$ cat src/rtl/mbox_pkg.sv
package mbox_pkg;
  localparam int unsigned ADDR_W = 6;
  localparam int unsigned NIRQ   = 2;

  localparam logic [ADDR_W-1:0] A_CMD_IN  = 6'd0;
  localparam logic [ADDR_W-1:0] A_CMD_OUT = 6'd1;
  localparam logic [ADDR_W-1:0] A_RSP_IN  = 6'd2;
  localparam logic [ADDR_W-1:0] A_RSP_OUT = 6'd3;
  localparam logic [ADDR_W-1:0] A_DB_RSP  = 6'd4;
  localparam logic [ADDR_W-1:0] A_DB_HOST = 6'd5;
  localparam logic [ADDR_W-1:0] A_URGENT  = 6'd6;
  localparam logic [ADDR_W-1:0] A_STATUS  = 6'd7;
  localparam logic [ADDR_W-1:0] A_IRQ_EN  = 6'd8;
  localparam logic [ADDR_W-1:0] A_CMD_BUF = 6'd16;
  localparam logic [ADDR_W-1:0] A_RSP_BUF = 6'd32;

  // interrupt source bit positions
  localparam int unsigned IRQ_HOST_DB  = 0;
  localparam int unsigned IRQ_RSP_NEMP = 1;
endpackage

$ cat src/rtl/mbox_rst_sync.sv
module mbox_rst_sync (
  input  logic clk,
  input  logic rst_n,
  output logic rst_s_n
);
  logic [1:0] sync_q;

  always_ff @(posedge clk or negedge rst_n) begin
    if (!rst_n) sync_q <= 2'b00;
    else        sync_q <= {sync_q[0], 1'b1};
  end

  assign rst_s_n = sync_q[1];
endmodule

$ cat src/rtl/mbox_ring.sv
module mbox_ring #(
  parameter int unsigned DEPTH = 8,
  parameter int unsigned DW    = 32,
  localparam int unsigned PW   = $clog2(DEPTH)
) (
  input  logic          clk,
  input  logic          rst_n,
  input  logic          prod_set,
  input  logic [PW-1:0] prod_val,
  input  logic          prod_inc,
  input  logic          cons_set,
  input  logic [PW-1:0] cons_val,
  input  logic          cons_inc,
  input  logic          wr_en,
  input  logic [PW-1:0] wr_idx,
  input  logic [DW-1:0] wr_data,
  input  logic [PW-1:0] rd_idx,
  output logic [DW-1:0] rd_data,
  output logic [PW-1:0] prod_ptr,
  output logic [PW-1:0] cons_ptr,
  output logic          full,
  output logic          empty,
  output logic [PW-1:0] free_cnt
);
  logic [PW-1:0] prod_q, prod_d, cons_q, cons_d;
  logic [DW-1:0] mem [DEPTH];

  always_comb begin
    prod_d = prod_q;
    if (prod_set)      prod_d = prod_val;
    else if (prod_inc) prod_d = prod_q + 1'b1;
    cons_d = cons_q;
    if (cons_set)      cons_d = cons_val;
    else if (cons_inc) cons_d = cons_q + 1'b1;
  end

  always_ff @(posedge clk or negedge rst_n) begin
    if (!rst_n) begin
      prod_q <= '0;
      cons_q <= '0;
    end else begin
      prod_q <= prod_d;
      cons_q <= cons_d;
    end
  end

  for (genvar k = 0; k < DEPTH; k++) begin : g_word
    logic we_k;
    assign we_k = wr_en && (wr_idx == PW'(k));
    always_ff @(posedge clk) begin
      if (we_k) mem[k] <= wr_data;
    end
  end

  assign rd_data  = mem[rd_idx];
  assign prod_ptr = prod_q;
  assign cons_ptr = cons_q;
  assign empty    = (prod_q == cons_q);
  assign full     = ((prod_q + 1'b1) == cons_q);
  assign free_cnt = cons_q - prod_q - 1'b1;
endmodule

$ cat src/rtl/mbox_ctrl.sv
module mbox_ctrl
  import mbox_pkg::*;
(
  input  logic            clk,
  input  logic            rst_n,
  input  logic            rdb_set,
  input  logic            rdb_clr,
  input  logic            hdb_ring,
  input  logic            hdb_clr,
  input  logic            urg_wr,
  input  logic            urg_val,
  input  logic            urg_ack,
  input  logic            ien_wr,
  input  logic [NIRQ-1:0] ien_val,
  input  logic [NIRQ-1:0] irq_src,
  output logic            rdb_q,
  output logic            hdb_q,
  output logic            urg_q,
  output logic            uack_q,
  output logic [NIRQ-1:0] ien_q,
  output logic            irq
);
  logic rdb_d, hdb_d, urg_d, uack_d;
  logic [NIRQ-1:0] ien_d;

  always_comb begin
    rdb_d  = rdb_set ? 1'b1 : (rdb_clr ? 1'b0 : rdb_q);
    hdb_d  = hdb_ring ? 1'b1 : (hdb_clr ? 1'b0 : hdb_q);
    urg_d  = urg_wr ? urg_val : urg_q;
    uack_d = uack_q ^ urg_ack;
    ien_d  = ien_wr ? ien_val : ien_q;
  end

  always_ff @(posedge clk or negedge rst_n) begin
    if (!rst_n) begin
      rdb_q  <= 1'b0;
      hdb_q  <= 1'b0;
      urg_q  <= 1'b0;
      uack_q <= 1'b0;
      ien_q  <= '0;
    end else begin
      rdb_q  <= rdb_d;
      hdb_q  <= hdb_d;
      urg_q  <= urg_d;
      uack_q <= uack_d;
      ien_q  <= ien_d;
    end
  end

  assign irq = |(ien_q & irq_src);
endmodule

$ cat src/rtl/mbox_regs.sv
module mbox_regs
  import mbox_pkg::*;
#(
  parameter int unsigned DW        = 32,
  parameter int unsigned CMD_DEPTH = 8,
  parameter int unsigned RSP_DEPTH = 8
) (
  input  logic              clk,
  input  logic              rst_n,
  input  logic              host_valid,
  output logic              host_ready,
  input  logic              host_we,
  input  logic [ADDR_W-1:0] host_addr,
  input  logic [DW-1:0]     host_wdata,
  output logic [DW-1:0]     host_rdata,
  output logic              host_rvalid,
  output logic              host_irq,
  output logic              cmd_valid,
  output logic [DW-1:0]     cmd_word,
  input  logic              cmd_pop,
  input  logic              rsp_push_valid,
  input  logic [DW-1:0]     rsp_push_data,
  output logic              rsp_push_ready,
  output logic              resp_doorbell,
  input  logic              resp_db_clr,
  input  logic              host_db_ring,
  output logic              urgent_req,
  input  logic              urg_ack
);
  localparam int unsigned CPW = $clog2(CMD_DEPTH);
  localparam int unsigned RPW = $clog2(RSP_DEPTH);

  logic rst_s_n;
  logic wr_acc, rd_acc, in_cmd_win, in_rsp_win;
  logic [CPW-1:0] cmd_in_ptr, cmd_out_ptr, cmd_free, cmd_idx;
  logic [RPW-1:0] rsp_in_ptr, rsp_out_ptr, rsp_free, rsp_idx;
  logic cmd_full, cmd_empty, rsp_full, rsp_empty, push_acc;
  logic [DW-1:0] rsp_rd_word, status_w, rdata_d, rdata_q;
  logic rvalid_q;
  logic host_db, uack;
  logic [NIRQ-1:0] irq_en, irq_src;

  mbox_rst_sync u_rst (.clk(clk), .rst_n(rst_n), .rst_s_n(rst_s_n));

  assign host_ready = 1'b1;
  assign wr_acc     = host_valid && host_we;
  assign rd_acc     = host_valid && !host_we;
  assign in_cmd_win = (host_addr >= A_CMD_BUF) &&
                      (int'(host_addr) < int'(A_CMD_BUF) + int'(CMD_DEPTH));
  assign in_rsp_win = (host_addr >= A_RSP_BUF) &&
                      (int'(host_addr) < int'(A_RSP_BUF) + int'(RSP_DEPTH));
  assign cmd_idx    = CPW'(host_addr - A_CMD_BUF);
  assign rsp_idx    = RPW'(host_addr - A_RSP_BUF);
  assign push_acc   = rsp_push_valid && !rsp_full;

  mbox_ring #(.DEPTH(CMD_DEPTH), .DW(DW)) u_cmd (
    .clk(clk), .rst_n(rst_s_n),
    .prod_set(wr_acc && host_addr == A_CMD_IN), .prod_val(host_wdata[CPW-1:0]),
    .prod_inc(1'b0),
    .cons_set(1'b0), .cons_val('0), .cons_inc(cmd_pop && !cmd_empty),
    .wr_en(wr_acc && in_cmd_win), .wr_idx(cmd_idx), .wr_data(host_wdata),
    .rd_idx(cmd_out_ptr), .rd_data(cmd_word),
    .prod_ptr(cmd_in_ptr), .cons_ptr(cmd_out_ptr),
    .full(cmd_full), .empty(cmd_empty), .free_cnt(cmd_free)
  );

  mbox_ring #(.DEPTH(RSP_DEPTH), .DW(DW)) u_rsp (
    .clk(clk), .rst_n(rst_s_n),
    .prod_set(1'b0), .prod_val('0), .prod_inc(push_acc),
    .cons_set(wr_acc && host_addr == A_RSP_OUT), .cons_val(host_wdata[RPW-1:0]),
    .cons_inc(1'b0),
    .wr_en(push_acc), .wr_idx(rsp_in_ptr), .wr_data(rsp_push_data),
    .rd_idx(rsp_idx), .rd_data(rsp_rd_word),
    .prod_ptr(rsp_in_ptr), .cons_ptr(rsp_out_ptr),
    .full(rsp_full), .empty(rsp_empty), .free_cnt(rsp_free)
  );

  assign irq_src[IRQ_HOST_DB]  = host_db;
  assign irq_src[IRQ_RSP_NEMP] = !rsp_empty;

  mbox_ctrl u_ctrl (
    .clk(clk), .rst_n(rst_s_n),
    .rdb_set(wr_acc && host_addr == A_DB_RSP && host_wdata[0]),
    .rdb_clr(resp_db_clr),
    .hdb_ring(host_db_ring),
    .hdb_clr(wr_acc && host_addr == A_DB_HOST && !host_wdata[0]),
    .urg_wr(wr_acc && host_addr == A_URGENT), .urg_val(host_wdata[0]),
    .urg_ack(urg_ack),
    .ien_wr(wr_acc && host_addr == A_IRQ_EN), .ien_val(host_wdata[NIRQ-1:0]),
    .irq_src(irq_src),
    .rdb_q(resp_doorbell), .hdb_q(host_db), .urg_q(urgent_req),
    .uack_q(uack), .ien_q(irq_en), .irq(host_irq)
  );

  assign cmd_valid      = !cmd_empty;
  assign rsp_push_ready = !rsp_full;

  always_comb begin
    status_w          = '0;
    status_w[0]       = uack;
    status_w[1]       = cmd_full;
    status_w[2]       = rsp_empty;
    status_w[8 +: CPW]  = cmd_free;
    status_w[16 +: RPW] = rsp_free;
  end

  always_comb begin
    rdata_d = '0;
    unique case (host_addr)
      A_CMD_IN:  rdata_d = DW'(cmd_in_ptr);
      A_CMD_OUT: rdata_d = DW'(cmd_out_ptr);
      A_RSP_IN:  rdata_d = DW'(rsp_in_ptr);
      A_RSP_OUT: rdata_d = DW'(rsp_out_ptr);
      A_DB_RSP:  rdata_d = DW'(resp_doorbell);
      A_DB_HOST: rdata_d = DW'(host_db);
      A_URGENT:  rdata_d = DW'(urgent_req);
      A_STATUS:  rdata_d = status_w;
      A_IRQ_EN:  rdata_d = DW'(irq_en);
      default:   rdata_d = in_rsp_win ? rsp_rd_word : '0;
    endcase
  end

  always_ff @(posedge clk or negedge rst_s_n) begin
    if (!rst_s_n) begin
      rdata_q  <= '0;
      rvalid_q <= 1'b0;
    end else begin
      rvalid_q <= rd_acc;
      if (rd_acc) rdata_q <= rdata_d;
    end
  end

  assign host_rdata  = rdata_q;
  assign host_rvalid = rvalid_q;
endmodule

$ cat config.mk
export PLATFORM = sky130hd
export DESIGN_NAME = mbox_regs
export DESIGN_NICKNAME = d
export VERILOG_FILES = /design/src/rtl/mbox_pkg.sv /design/src/rtl/mbox_rst_sync.sv /design/src/rtl/mbox_ring.sv /design/src/rtl/mbox_ctrl.sv /design/src/rtl/mbox_regs.sv
export SDC_FILE = /design/constraint.sdc
export NUM_CORES = 1
export LEC_CHECK = 0
export BUFFER_PORTS_ARGS = -buffer_cell sky130_fd_sc_hd__buf_2
export CORE_ASPECT_RATIO = 1.75
export CORE_MARGIN = 8
export CORE_UTILIZATION = 45
export CTS_CLUSTER_SIZE = 8
export DETAILED_ROUTE_END_ITERATION = 6
export GPL_TIMING_DRIVEN = 0
export PLACE_DENSITY = 0.63
export SKIP_LAST_GASP = 1
export SLEW_MARGIN = 20
export SYNTH_ARGS = -nofsm -noshare
export SYNTH_HDL_FRONTEND = slang
export SYNTH_HIERARCHICAL = 1
export SYNTH_SLANG_ARGS = --single-unit
$ cat constraint.sdc
create_clock -name clk -period 2.07 [get_ports clk]
set_input_delay 0.5175 -clock clk [delete_from_list [all_inputs] [get_ports clk]]
set_output_delay 0.5175 -clock clk [all_outputs]
set_load 0.05 [all_outputs]
======== Word-level counts from Yosys, hierarchy flattened ========
Memory sizes are Yosys's and may differ from the RTL's.
Cells that the tools add are included.
word-level totals
  flip-flop bits (word level) ............. 53
  bits in writable memories ............... 512
  input bits .............................. 79
  output and inout port bits .............. 71
  word-level logic and storage cells ...... 191
  memories ................................ 2
memory list
  memory     depth  bits a word  rd ports  clocked after memory_dff  write ports  line             RTL
  u_cmd.mem  8      32           1         0                         1            mbox_ring.sv:26  logic [DW-1:0] mem [DEPTH];
  u_rsp.mem  8      32           1         0                         1            mbox_ring.sv:26
cells by class
  add/sub/neg operators ................... 9
  order comparisons ....................... 4
  equal/unequal tests ..................... 26
  mux-type cells .......................... 80
  bitwise gates (word level) .............. 2
  reductions and logical operators ........ 56
operators with widths
  operator             count
  $mux 32              15
  $reduce_or 32->1     14
  $pmux 32 s9          1
  $mux 1               50
  $mux 3               14
  $logic_and 1x1->1    31
  $eq 3x3->1 const B   8
  $eq 6x3->1 const B   4
  $eq 3x2->1 const B   4
  $eq 3x3->1           4
  $eq 6x2->1 const B   2
  $sub 3x1->3 const B  4
  $add 3x1->3 const B  3
  $eq 3x1->1 const B   2
  $eq 6x1->1 const B   1
  $eq 6x4->1 const B   1
  $ge 6x5->1 const B   1
  $ge 6x6->1 const B   1
  $logic_not 3->1      2
  $logic_not 6->1      1
  $lt 6x5->1 const B   1
  $lt 6x6->1 const B   1
  $sub 3x3->3          2
  $logic_not 1->1      5
  4 further kinds      5

======== Logic depth before layout (Yosys ltp) ========
  depth in word-level cells ............... 15
  mapped depth ............................ 7
  gate-level depth less buffers ........... 7

======== Cells and area by module ========
The synthesis kept the hierarchy.
by module, submodules not included
  module              times used  cells each  area each (sq um)  sequential area each (sq um)
  mbox_ring at u_cmd  1           423         10251.1            7837.5
  mbox_ring at u_rsp  1           423         10246.1            7837.5
  mbox_regs           1           189         1697.9             825.8
  mbox_ctrl           1           15          235.2              150.1
  mbox_rst_sync       1           3           53.8               50.0

======== Least setup slack after synthesis ========
No wires, ideal clock.
  kind .................................... register to register
  from .................................... register u_rsp.prod_q[0] (netlist: u_rsp/prod_ptr[0])
  to ...................................... memory u_rsp.mem[0][0] (enable)
  setup time .............................. 461 ps
  arrival time ............................ 3665 ps
  required time ........................... 1609 ps
  slack ................................... -2056 ps
  stages on the path, launching flop included .. 7
  path buffers ............................ 0
  period minus slack after synthesis ...... 4126 ps
  cells stage by stage .................... dfrtp_1 ha_1 xor2_1 nor3_1 nor2b_1 nand2b_1 nor3_1
between the ends
  elaborated cells on any way between the ends .. 57
  those cells by class .................... 1 x add/sub; 8 x eq/ne; 30 x mux; 18 x reduce/logical
RTL lines
  item                                  line             RTL
  from (decl)                           mbox_ring.sv:25  logic [PW-1:0] prod_q, prod_d, cons_q, cons_d;
  from (signal assigned)                mbox_ring.sv:42  prod_q <= prod_d;
  $add 3x1->3                           mbox_ring.sv:59  assign full = ((prod_q + 1'b1) == cons_q);
  $eq 3x3->1                            mbox_ring.sv:59
  named net rsp_full                    mbox_regs.sv:37  logic cmd_full, cmd_empty, rsp_full, rsp_empty, push_acc;
  $logic_not 1->1                       mbox_regs.sv:54  assign push_acc = rsp_push_valid && !rsp_full;
  $logic_and 1x1->1                     mbox_regs.sv:54
  named net push_acc                    mbox_regs.sv:37
  $logic_and 1x1->1                     mbox_ring.sv:49  assign we_k = wr_en && (wr_idx == PW'(k));
  named net u_rsp.g_word[0].we_k        mbox_ring.sv:48  logic we_k;
  $mux 1                                mbox_ring.sv:51  if (we_k) mem[k] <= wr_data;
  $mux 1 (not written as such)          mbox_ring.sv:51
  $mux 1 (no source line) (7 in a row)  -
  to (decl)                             mbox_ring.sv:26
The timed path passes the listed nets, and every way through them passes these cells.

======== Worst setup path after layout ========
  from .................................... register u_cmd.cons_q[0] (netlist: u_cmd/cons_ptr[0])
  to ...................................... output port cmd_word[27]
between the ends
  longest elaborated chain between the ends .. 1
RTL lines
  item                    line             RTL
  from (decl)             mbox_ring.sv:25
  from (signal assigned)  mbox_ring.sv:43  cons_q <= cons_d;
  $mem_v2 8x32            -
  to (decl)               mbox_regs.sv:19  output logic [DW-1:0] cmd_word,
No other way between the ends.

==> results.json <==
{
  "cp_top_family": "multiplexers",
  "gr-usage-all-layers": 0.188,
  "synth_area_sq_um": 22500,
  "ios": 150,
  "path_common_cell": "buf_12",
  "synth_cells": 1053,
  "grt_pass1_wl_um": 80000,
  "arrival_ps": 2330,
  "slew_violations": 0,
  "detail-route-antenna-nets": 0,
  "start_util": 0.455,
  "pwr-share-clk": 0.371,
  "die_height_um": 312,
  "tritoncts": "done",
  "drtPass1Iterations": 4,
  "cts-htree-levels": 3,
  "postSynthAreaPerCell_sq_um": 21.4,
  "layout_min_cycle_time_ps": 2850,
  "seq_power_share": 0.417,
  "drt_iter0_markers": 504,
  "num-fill-cells": 3678,
  "met1_length_um": 19700,
  "highest_layer": "met5",
  "worst_pin_slew_ps": 818,
  "p_sw_frac": 0.266,
  "path_buf_inv": 3,
  "p_sw_mw": 8.58,
  "powerDensity_nw_per_um2": 1120,
  "grt_antenna_before_repair": 7,
  "synth-warning-count": 6,
  "fin_crit_sh": 1.38,
  "num_rows": 108,
  "end_kind": "output pin",
  "numCtsBuffers": 80,
  "hpwl_um": 32900,
  "via_count": 11600,
  "worstSetupPathType": "register to output pin",
  "p_comb_frac": 0.212,
  "violations": "setup timing",
  "rsz0062_at_grt": "true",
  "ys.flop_type": "edfxtp_1",
  "root_buffer": "clkbuf_16",
  "min_from": "host_db_ring",
  "synthToLayoutAreaGrowth_pct": 27.7,
  "cp_slowest_cell": "mux4_2",
  "final_hold_viol_count": 0,
  "fmax_ghz": 0.351,
  "worst_slack_ps": -780,
  "hold_depth": 2,
  "leakage_nw": 10.3,
  "viasPerCell": 5.45,
  "core-area_sq_um": 49500,
  "irDropWorstVdd_mv": 1.06,
  "dr_wl_met2_um": 29400,
  "placed_area_sq_um": 25000,
  "status": "finished, violations left",
  "layout-drive-gt1-share": 0.407,
  "clock_latency_ps": 610,
  "nets": 1507,
  "path_max_fanout": 10,
  "final-setup-viol-count": 291,
  "wl_met3_um": 3270,
  "finalClockSkew_ps": 16.2,
  "die_x_um": 185,
  "worstSetupStartpointType": "register",
  "critical_path.cell_chain": "buf_12, buf_12, mux4_2, mux2_4, buf_4",
  "path_clk_slew_ps": 50,
  "slowest_delay_ps": 530,
  "io_buffers": 148,
  "r2r_start": "u_rsp/prod_ptr[0]",
  "cts.sinks": 565,
  "wl_um": 54100,
  "hold_class": "input pin to register",
  "overflow": 0,
  "gp_routability_congestion": 0.744,
  "slew-limit-headroom": 0.455,
  "rr_worst_depth": 12,
  "clock_path_buffers": 3,
  "seq_area_frac_synth": 0.743,
  "grt_max_degree": 47,
  "synth.distinct_cells": 48,
  "p_int_mw": 23.7,
  "hold_path_end": "u_ctrl/hdb_q",
  "drc": 0,
  "cp.required_ps": 1550,
  "cap_violations": 0,
  "synth_enable_flop_cells": 512,
  "die_area_sq_um": 57700,
  "r2r_end": "u_rsp/mem[1][11]",
  "async_flop_share": 0.0938,
  "r2r_setup_slack_ps": -350,
  "power_mw": 32.3,
  "grt_pass1_vias": 12600,
  "final_area_sq_um": 28700,
  "wl_per_cell_um": 25.3,
  "ys_seq_elements": 565
}
==> worst max path at each step <==
stage / endpoint / from / cells after the start / slack, ps
floorplan: u_rsp/mem[2][0] / u_rsp/prod_ptr[0] / 6 / -520
finish: cmd_word[27] / u_cmd/cons_ptr[0] / 5 / -780
global placement: u_rsp/mem[2][28] / u_rsp/prod_ptr[0] / 6 / -1550
global route: cmd_word[27] / u_cmd/cons_ptr[0] / 5 / -850
CTS: cmd_word[27] / u_cmd/cons_ptr[0] / 5 / -850
detailed placement: host_rdata[16] / host_addr[2] / 7 / -940
==> worst reg2reg max path: stages, from the launching register on <==
cell	delay [ps]
dfrtp_2	440
ha_4	310
xor2_4	170
nor3_4	60
buf_6	120
nor2b_4	150
buf_6	120
nand2b_4	70
buf_12	140
nor2_4	150
buf_12	140
buf_8	130
buf_12	140
==> synth_stat cells (2+ instances only) <==
master | number | area, sq um
edfxtp_1 | 512 | 15400
mux4_2 | 50 | 1130
and3b_1 | 4 | 35.0
nor4_1 | 2 | 12.5
o211ai_1 | 2 | 15.0
buf_4 | 3 | 22.5
mux2_4 | 3 | 45.0
buf_2 | 14 | 70.1
conb_1 | 3 | 11.3
nor4b_1 | 3 | 26.3
buf_1 | 12 | 45.0
o31a_1 | 4 | 35.0
nand3_1 | 24 | 120
mux2_2 | 65 | 732
xor3_1 | 2 | 47.6
nor2b_1 | 4 | 25.0
a21oi_1 | 4 | 20.0
nor2_1 | 30 | 113
nand2b_1 | 12 | 75.1
nand2_1 | 65 | 244
dfrtp_1 | 53 | 1330
nor3_1 | 7 | 35.0
clkbuf_1 | 4 | 15.0
xor2_1 | 5 | 43.8
fa_1 | 2 | 40.0
xnor2_1 | 6 | 52.6
a21boi_0 | 4 | 30.0
nand4_1 | 2 | 12.5
a21o_1 | 3 | 22.5
a221oi_1 | 6 | 52.6
inv_1 | 12 | 45.0
ha_1 | 8 | 100
mux2i_1 | 6 | 60.1
buf_6 | 16 | 180
mux4_1 | 80 | 2100
o21ai_0 | 9 | 45.0
==> state kept, by name (all words and copies together) (netlist names) <==
| signal | count |
|---|---|
| u_cmd/mem | 256 |
| u_ctrl/rdb_q | 1 |
| u_rsp/mem | 256 |
| u_cmd/prod_ptr | 3 |
| u_ctrl/uack_q | 1 |
| u_ctrl/hdb_q | 1 |
| host_rdata | 32 |
| u_cmd/cons_ptr | 3 |
| u_ctrl/urg_q | 1 |
| host_rvalid | 1 |
| u_rsp/cons_ptr | 3 |
| u_rsp/prod_ptr | 3 |
| u_rst/sync_q | 2 |
| u_ctrl/ien_q | 2 |
==> layer usage <==
| layer | up-vias | track usage |
|---|---|---|
| met2 | 383 | 0.343 |
| li1 | 5036 | - |
| met4 | 6 | 0.0728 |
| met5 | - | 0 |
| met3 | 102 | 0.0407 |
| met1 | 6099 | 0.210 |
==> timing repair <==
item                                   4_1_cts  5_1_grt
pin swaps                                   12       15
gates resized for setup                    124       47
setup endpoints to repair                  314      311
gates cloned                                13        4
endpoints found under the hold margin        2        0
hold buffers                                 1        0
setup buffers                               59       29
==> stage by stage <==
step	cells	hold WS [ps]	utilization	setup WS (ps)	TNS, ps
finish	2135	102	0.580	-780	-79570
global route	2131	114	0.580	-852	-96130
CTS	2119	84.3	0.578	-854	-58560
detailed placement	1912	141	0.505	-938	-258470
global placement	1886	303	0.494	-1550	-546160
floorplan	1078	222	-	-521	-83690
==> kinds of logic after synthesis <==
kind of cell	synth area share
adder cells (fa/ha/maj)	0.00623
multiplexers	0.181
other	0.000501
flip-flops	0.743
XOR/XNOR	0.00640
buffers and inverters	0.0170
AO/OA/AOI/OAI	0.0126
AND/OR/NAND/NOR	0.0337
==> power by group through the flow <==
stage / registers [mW] / clock network (mW) / logic [mW]
2_1_floorplan: 13.8 / 0 / 3.76
3_3_place_gp: 13.7 / 0 / 5.20
3_5_place_dp: 13.7 / 0 / 5.45
4_1_cts: 13.4 / 12.2 / 6.73
5_1_grt: 13.5 / 12.6 / 7.23
6_report: 13.5 / 12.0 / 6.85
==> final cells by class <==
cell class,instances,area [sq um],share of cell area
clock buffer,130,2230,0.0778
clock inverter,5,73.8,0.00257
buffer,50,474,0.0165
multi-input combinational,451,5790,0.202
timing repair buffer,258,2540,0.0883
antenna,4,10.0,0.000349
tap,660,826,0.0288
inverter,12,45.0,0.00157
sequential,565,16700,0.582
==> cells in the final DEF, fill, tap and decap left out, types with 8 or more instances in the layout <==
cell       instances
mux2_2            32
nor2_4            14
o21ai_0            9
buf_6             39
mux4_1            42
conb_1            28
dfrtp_2            8
dfrtp_1           44
nand2b_1          11
buf_2            122
buf_12            39
nand2_1           60
mux4_2            88
edfxtp_1         512
nor2_1            16
clkbuf_16         87
clkbuf_1          50
mux2_4            36
buf_8             15
buf_4             69
inv_1              8
buf_16             9
nand3_1           24
(Power assumes the default switching activity.)
